### src/rtl/pfm_pkg.sv
package pfm_pkg;
  typedef enum logic {
    WD_COUNT   = 1'b0,
    WD_ARMWAIT = 1'b1
  } wd_state_t;

  function automatic int cnt_width(input int limit);
    return (limit < 2) ? 1 : $clog2(limit);
  endfunction
endpackage

### src/rtl/pfm_persist.sv
module pfm_persist #(
  parameter int GND_TICKS = 200
) (
  input  logic clk,
  input  logic rst,
  input  logic tick,
  input  logic esd_flag,
  output logic stop_q
);
  localparam int CW = pfm_pkg::cnt_width(GND_TICKS);
  localparam logic [CW-1:0] LAST = CW'(GND_TICKS - 1);

  logic [CW-1:0] cnt_q;

  always_ff @(posedge clk) begin
    if (rst) begin
      cnt_q  <= '0;
      stop_q <= 1'b0;
    end else if (!esd_flag) begin
      cnt_q <= '0;
    end else if (tick && !stop_q) begin
      if (cnt_q == LAST) begin
        stop_q <= 1'b1;
        cnt_q  <= '0;
      end else begin
        cnt_q <= cnt_q + 1'b1;
      end
    end
  end


  stop_cause_chk: assert property (@(posedge clk) disable iff (rst)
    $rose(stop_q) |-> ($past(esd_flag) && $past(tick)));

  stop_hold_chk: assert property (@(posedge clk) disable iff (rst)
    stop_q |=> stop_q);

  persist_bound_chk: assert property (@(posedge clk) disable iff (rst)
    !$past(esd_flag) |-> (cnt_q <= CW'(1)));
endmodule

### src/rtl/pfm_rail_latch.sv
module pfm_rail_latch (
  input  logic clk,
  input  logic rst,
  input  logic rail_flag,
  output logic dis_q
);
  always_ff @(posedge clk) begin
    if (rst)            dis_q <= 1'b0;
    else if (rail_flag) dis_q <= 1'b1;
  end


  dis_set_chk: assert property (@(posedge clk) disable iff (rst)
    rail_flag |=> dis_q);

  dis_hold_chk: assert property (@(posedge clk) disable iff (rst)
    dis_q |=> dis_q);
endmodule

### src/rtl/pfm_watchdog.sv
module pfm_watchdog #(
  parameter int WD_TICKS = 200
) (
  input  logic clk,
  input  logic rst,
  input  logic tick,
  input  logic zc_edge,
  input  logic arm_flag,
  output logic wait_q
);
  import pfm_pkg::*;
  localparam int CW = cnt_width(WD_TICKS);
  localparam logic [CW-1:0] LAST = CW'(WD_TICKS - 1);

  wd_state_t     st_q;
  logic [CW-1:0] cnt_q;

  always_ff @(posedge clk) begin
    if (rst) begin
      st_q  <= WD_COUNT;
      cnt_q <= '0;
    end else begin
      case (st_q)
        WD_COUNT: begin
          if (zc_edge) begin
            cnt_q <= '0;
          end else if (tick) begin
            if (cnt_q == LAST) begin
              st_q  <= WD_ARMWAIT;
              cnt_q <= '0;
            end else begin
              cnt_q <= cnt_q + 1'b1;
            end
          end
        end
        WD_ARMWAIT: begin
          if (arm_flag) begin
            st_q  <= WD_COUNT;
            cnt_q <= '0;
          end
        end
        default: st_q <= WD_COUNT;
      endcase
    end
  end

  assign wait_q = (st_q == WD_ARMWAIT);


  expire_cause_chk: assert property (@(posedge clk) disable iff (rst)
    $rose(wait_q) |-> ($past(tick) && !$past(zc_edge)));

  release_cause_chk: assert property (@(posedge clk) disable iff (rst)
    $fell(wait_q) |-> $past(arm_flag));

  edge_restart_chk: assert property (@(posedge clk) disable iff (rst)
    (!wait_q && zc_edge) |=> (cnt_q == '0 && !wait_q));
endmodule

### src/rtl/pfm_gate.sv
module pfm_gate (
  input  logic clk,
  input  logic rst,
  input  logic stop_q,
  input  logic dis_q,
  input  logic wait_q,
  output logic inhibit_q
);
  always_ff @(posedge clk) begin
    if (rst) inhibit_q <= 1'b0;
    else     inhibit_q <= stop_q | dis_q | wait_q;
  end


  gate_on_chk: assert property (@(posedge clk) disable iff (rst)
    (stop_q || dis_q || wait_q) |=> inhibit_q);

  gate_off_chk: assert property (@(posedge clk) disable iff (rst)
    !(stop_q || dis_q || wait_q) |=> !inhibit_q);
endmodule

### src/rtl/pin_fault_monitor.sv
module pin_fault_monitor #(
  parameter int GND_TICKS = 200,
  parameter int WD_TICKS  = 200
) (
  input  logic clk,
  input  logic rst,
  input  logic tick,
  input  logic esd_flag,
  input  logic rail_flag,
  input  logic zc_edge,
  input  logic arm_flag,
  output logic fault_stop,
  output logic ctrl_disable,
  output logic pullup_en,
  output logic drv_inhibit
);
  logic stop_w, dis_w, wait_w, inh_w;

  pfm_persist #(.GND_TICKS(GND_TICKS)) u_persist (
    .clk(clk), .rst(rst), .tick(tick), .esd_flag(esd_flag), .stop_q(stop_w)
  );

  pfm_rail_latch u_rail (
    .clk(clk), .rst(rst), .rail_flag(rail_flag), .dis_q(dis_w)
  );

  pfm_watchdog #(.WD_TICKS(WD_TICKS)) u_wd (
    .clk(clk), .rst(rst), .tick(tick), .zc_edge(zc_edge),
    .arm_flag(arm_flag), .wait_q(wait_w)
  );

  pfm_gate u_gate (
    .clk(clk), .rst(rst), .stop_q(stop_w), .dis_q(dis_w),
    .wait_q(wait_w), .inhibit_q(inh_w)
  );

  assign fault_stop   = stop_w;
  assign ctrl_disable = dis_w;
  assign pullup_en    = wait_w;
  assign drv_inhibit  = inh_w;


  reset_clear_chk: assert property (@(posedge clk)
    rst |=> !(fault_stop || ctrl_disable || pullup_en || drv_inhibit));

  arm_idle_chk: assert property (@(posedge clk) disable iff (rst)
    (!pullup_en && arm_flag && !tick) |=> !pullup_en);
endmodule

### config.mk
export PLATFORM = sky130hd
export DESIGN_NAME = pin_fault_monitor
export DESIGN_NICKNAME = d
export VERILOG_FILES = /design/src/rtl/pfm_pkg.sv /design/src/rtl/pfm_persist.sv /design/src/rtl/pfm_rail_latch.sv /design/src/rtl/pfm_watchdog.sv /design/src/rtl/pfm_gate.sv /design/src/rtl/pin_fault_monitor.sv
export SDC_FILE = /design/constraint.sdc
export NUM_CORES = 1
export LEC_CHECK = 0
export BUFFER_PORTS_ARGS = -buffer_cell sky130_fd_sc_hd__buf_2
export CAP_MARGIN = 20
export CELL_PAD_IN_SITES_DETAIL_PLACEMENT = 1
export CELL_PAD_IN_SITES_GLOBAL_PLACEMENT = 2
export CORE_MARGIN = 10
export CORE_UTILIZATION = 35
export DETAILED_ROUTE_END_ITERATION = 6
export PLACE_DENSITY_LB_ADDON = 0.05
export SYNTH_ARGS = -nofsm -noshare
export SYNTH_HDL_FRONTEND = slang
export SYNTH_HIERARCHICAL = 1
export SYNTH_SLANG_ARGS = --single-unit
### constraint.sdc
create_clock -name clk -period 2.6 [get_ports clk]
set_input_delay 0.39 -clock clk [delete_from_list [all_inputs] [get_ports clk]]
set_output_delay 0.39 -clock clk [all_outputs]
set_load 0.02 [all_outputs]
Word level (Yosys, flattened, before mapping)
Cells that the tools add are included.

Add/subtract/negate cells: 2. Multipliers: 0. Div/mod/pow operators: 0. $lt $le $gt $ge: 0. Eq/ne operators: 4. Shifts and indexed selects: 0. Multiplexer cells: 11. Bitwise operators: 4. Reductions and logical operators: 5.

Operators by type and width (number): 8-bit two-way mux (5); 8-bit by 1-bit adder with 8-bit output (second input constant) (2); 8-bit == test (second input constant) (2); 8-bit case mux with 2 select lines (1); 1-bit two-way mux (4); 3-bit != test (second input constant) (1); 3-bit AND reduction (1); 2-bit != test (second input constant) (1); 1-bit inverter (2); 1-bit OR (2); 1-bit case mux with 2 select lines (1); 2-bit AND reduction (1); 2-bit OR reduction (1); 1-bit logical AND (1); 1-bit zero test (1).

Bits in registers: 20. Bits in latches: 0. Memory bits (writable): 0. Bits in read-only memories: 0. Bits of input ports: 7. Word-level logic and storage cells: 32. Memories: 0.

Logic depth before layout (Yosys ltp)
Depth in word-level cells: 5. Mapped depth: 5.

Modules after synthesis
The synthesis kept the hierarchy.

Modules (own cells, without submodules): pfm_watchdog (instances 1, cells each 55, area each 514.2 um^2, sequential area each 180.2 um^2); pfm_persist (instances 1, cells each 47, area each 440.4 um^2, sequential area each 180.2 um^2); pfm_rail_latch (instances 1, cells each 2, area each 30.0 um^2, sequential area each 20.0 um^2); pfm_gate (instances 1, cells each 3, area each 28.8 um^2, sequential area each 20.0 um^2).

Worst setup path before layout
No wires, ideal clock.

Kind: register to register. Start point: register u_wd.st_q, in the netlist u_wd/wait_q. End point: register u_wd.cnt_q[7]. Setup time: 0.132 ns. Arrival time: 1.352 ns. Data required time: 2.468 ns. Slack: 1.116 ns. Cell stages (with the launch flop): 5. Path buffers: 0. Clock period less this slack: 1.484 ns. Cells stage by stage: dfxtp_1 and2b_1 or2_2 o21bai_2 o311ai_2.

Cells in the longest elaborated chain, start to end: 3.

RTL lines: from (decl) (line pfm_watchdog.sv:15) `wd_state_t st_q;`; from (signal assigned) (line pfm_watchdog.sv:20) `st_q <= WD_COUNT;`; from (signal assigned) (line pfm_watchdog.sv:29) `st_q <= WD_ARMWAIT;`; from (signal assigned) (line pfm_watchdog.sv:38) `st_q <= WD_COUNT;`; 1-bit inverter (line pfm_watchdog.sv:23) `case (st_q)`; 3-bit != test (no line); 2-bit AND reduction (no line); to (signal assigned) (line pfm_watchdog.sv:32) `cnt_q <= cnt_q + 1'b1;`; to (decl) (line pfm_watchdog.sv:16) `logic [CW-1:0] cnt_q;`.

Parallel ways exist; a longest one is shown, timed or not. A chain may end at the register's enable or synchronous reset.

Worst setup path in the final report
Start point: register u_wd.cnt_q[0]. End point: register u_wd.cnt_q[7].

Cells in the longest elaborated chain, start to end: 5.

RTL lines: 8-bit by 1-bit adder with 8-bit output / 8-bit == test (equally long branches) (line pfm_watchdog.sv:32, pfm_watchdog.sv:28); 8-bit two-way mux (*) (line pfm_watchdog.sv:28) `if (cnt_q == LAST) begin`; 8-bit two-way mux (*) (line pfm_watchdog.sv:27) `end else if (tick) begin`; 8-bit two-way mux (*) (line pfm_watchdog.sv:25) `if (zc_edge) begin`; 8-bit case mux with 2 select lines (*) (line pfm_watchdog.sv:23).

Mark *: on every way between the ends. The rest lies on a longest branch, timed or not. The select of a mux whose other input is x is not followed.

==> flow_summary.toml <==
[yosys]
ys_seq_area_frac = 0.395
avgSynthCellArea_um2 = 9.47
synthesis.area_um2 = 1010
synth_top_area_cell = "dfxtp_1"
netlist_instances = 107
synth_edf_count = 0
yosys-top-cells-count = "dfxtp_1 (20), nor2_1 (11), a21oi_1 (8)"
synth_cell_type_count = 40
yosysMostFrequentCell = "dfxtp_1"
synth_area_leaders = "dfxtp_1 (40%), nor2_1 (4.1%), a21oi_1 (4.0%)"
ys_ff_latch = 20
ys_async_sr_fraction = 0
synthDominantCellAreaShare = 0.395
syn_nets = 117
yosys_warnings = 6
ys.flop_type = "dfxtp_1"

[sta]
clock.fmax_ghz = 0.606
hold_viol = 0
fin_tns_setup_ns = 0
maxSlewHeadroom = 0.682
setup_violations = 0
slew_viol_final = 0
rsz0062_at_grt = "no"
finClkSkew_ns = 0.00196
tightest_slew_ns = 0.470
period_minus_slack_ns = 1.65
min_period_over_period = 0.634

[critical_path]
cp_max_fo = 5
cp-startpoint = "u_wd/cnt_q[0]$_SDFFE_PP0P_"
reg2reg_slack_ns = 0.95
crit_path_max_incr_delay_ns = 0.38
cp.depth = 5
required_ns = 2.82
rr_startpoint = "u_wd/cnt_q[0]$_SDFFE_PP0P_"
startpoint_type = "register"
r2r_cells = 5
criticalPathCategory = "reg -> reg"
arrival_ns = 1.87
critPathCaptureType = "register"
worst-path-buf-inv = 0
crit_family = "compound AO/OA/AOI/OAI gates"
cp_cell_sequence = "ha_1, and4b_4, a311oi_4, o21bai_2, o311ai_2"
worstReg2RegEnd = "u_wd/cnt_q[7]$_SDFFE_PP0P_"
worst_path_max_delay_cell = "dfxtp_1"

[power]
vdd.ir_drop.worst_mv = 0.239
swShare = 0.215
seqPwrFrac = 0.511
p_leak_nw = 0.405
powerDensity_nw_per_um2 = 531
p_int_w = 0.000482
share_comb_of_total_power = 0.063
clockPowerShare = 0.426
netSwitchingPower_w = 0.000132

[cts]
cts_tree = "yes"
cts_root_buf = "clkbuf_4"
clkTransAtPathRegs_ns = 0.13
hold_buffers = 0
cts_resized = 0
numCtsBuffers = 3
cts.htree.levels = 1
numClockSinks = 20
cts_setup_buffers = 0
insertion_delay_ns = 0.30
clk_path_buf_depth = 2

[min_path]
hold_path_depth = 2
hold_start = "rail_flag"
hold_path_class = "in -> reg"
min_to = "u_rail/dis_q$_SDFFE_PP0P_"

[global_route]
grt_max_degree = 13
grt_pass1_wl_um = 4040
first_global_vias = 830
gr-usage-all-layers = 0.0932
grt_overflow = 0
grt_antenna_before_repair = 0

[die]
num_rows = 19
ios = 11
fp.dieH_um = 73.8
fp.dieW_um = 73.8
die_area_um2 = 5450
core_area_um2 = 2760
start_util = 0.368

[placement]
portBuffers = 10
dp_hpwl_um = 1860
gp_congestion = 0.760
placed_area_um2 = 1100

[detailed_routing]
drtPass1Iterations = 4
post-route-drc-count = 0
wl_um = 2420
vias = 866
drt_iter0_drc = 39
wl_per_cell_um = 15.9
avgViaCountPerCell = 5.70
final_antenna_net_count = 0

[layout]
finalInstanceArea_um2 = 1150
num-nets-final = 132
n_antenna_cell = 0
layout.area.seq_um2 = 400
multiInputGateArea_um2 = 606
drive_gt1_frac = 0.190
fill_cells = 326
area_growth_pct = 14.0

[job]
drv_cap = 0

[status]
outcome = "completed"
==> routing by layer <==
layer  GRT usage  share of wire  up-vias
met5           0              0        -
met4      0.0311          0.015        0
met3      0.0296          0.059        4
met2       0.131           0.41       17
met1       0.129           0.51      403
li1            -              -      442
==> flip-flops by register name, summed over array words and instances, names as in the netlist <==
name and cells:
u_gate/inhibit_q 1, u_persist/cnt_q 8, u_persist/stop_q 1, u_rail/dis_q 1
u_wd/cnt_q 8, u_wd/wait_q 1
==> worst max path at each step <==
stage / slack (ns) / endpoint
6_report: 0.95 / u_wd/cnt_q[7]$_SDFFE_PP0P_
5_1_grt: 0.86 / u_wd/cnt_q[7]$_SDFFE_PP0P_
4_1_cts: 0.95 / u_wd/cnt_q[7]$_SDFFE_PP0P_
3_5_place_dp: 0.98 / u_wd/cnt_q[7]$_SDFFE_PP0P_
3_3_place_gp: 1.01 / u_wd/cnt_q[7]$_SDFFE_PP0P_
2_1_floorplan: 1.12 / u_wd/cnt_q[7]$_SDFFE_PP0P_
==> per-stage QoR <==
step / setup WS (ns) / hold slack, ns / power (W) / std cells / utilization
after floorplan: 1.12 / 0.446 / 0.000342 / 107 / -
after detailed placement: 0.983 / 0.473 / 0.000359 / 148 / 0.400
after global placement: 1.01 / 0.456 / 0.000359 / 148 / 0.400
after global routing: 0.862 / 0.277 / 0.000640 / 152 / 0.419
after CTS: 0.948 / 0.288 / 0.000622 / 152 / 0.419
final: 0.951 / 0.297 / 0.000613 / 152 / 0.419
==> worst reg2reg max path: stages (launching register included) <==
cell      delay, ns
dfxtp_1        0.38
ha_1           0.25
and4b_4        0.21
a311oi_4       0.35
o21bai_2       0.14
o311ai_2       0.25
==> placed cells by master, fill, tap and decap left out, types with 2 or more instances in the layout <==
| cell | instances |
|---|---|
| dfxtp_1 | 20 |
| nor2_1 | 11 |
| buf_2 | 10 |
| a21oi_1 | 8 |
| nand2_1 | 6 |
| nor3_1 | 5 |
| nand3b_1 | 5 |
| xnor2_1 | 4 |
| clkbuf_4 | 3 |
| nand3_1 | 3 |
| or3_1 | 3 |
| nand4_1 | 3 |
| ha_1 | 3 |
| nor4b_1 | 2 |
| o31ai_1 | 2 |
| or4_1 | 2 |
| inv_1 | 2 |
| o21ai_0 | 2 |
| a41oi_1 | 2 |
| nor4_1 | 2 |
==> power groups by stage <==
| stage | clock [W] | sequential, W | combinational, W |
|---|---|---|---|
| 5_1_grt | 0.000282 | 0.000315 | 0.0000435 |
| 3_3_place_gp | 0 | 0.000320 | 0.0000385 |
| 3_5_place_dp | 0 | 0.000321 | 0.0000389 |
| 6_report | 0.000261 | 0.000314 | 0.0000384 |
| 4_1_cts | 0.000269 | 0.000314 | 0.0000391 |
| 2_1_floorplan | 0 | 0.000322 | 0.0000194 |
==> final cells by class <==
class,count,area share
clock buffer,3,0.0195
clock inverter,1,0.0260
inverter,2,0.00650
multi-input combinational,85,0.524
sequential,20,0.347
tap,31,0.0336
timing repair buffer,10,0.0433
==> logic make-up (layout without fill, tap and decap cells) <==
| group | count (synthesis) | count (layout) | synth area share |
|---|---|---|---|
| simple gates | 53 | 53 | 0.327 |
| compound gates | 23 | 23 | 0.180 |
| flops | 20 | 20 | 0.395 |
| xor+xnor | 5 | 5 | 0.0432 |
| fa+ha+maj | 3 | 3 | 0.0370 |
| buf+inv | 2 | 16 | 0.00741 |
| mux | 1 | 1 | 0.00988 |
No activity file was read; power rests on OpenSTA's default activity.
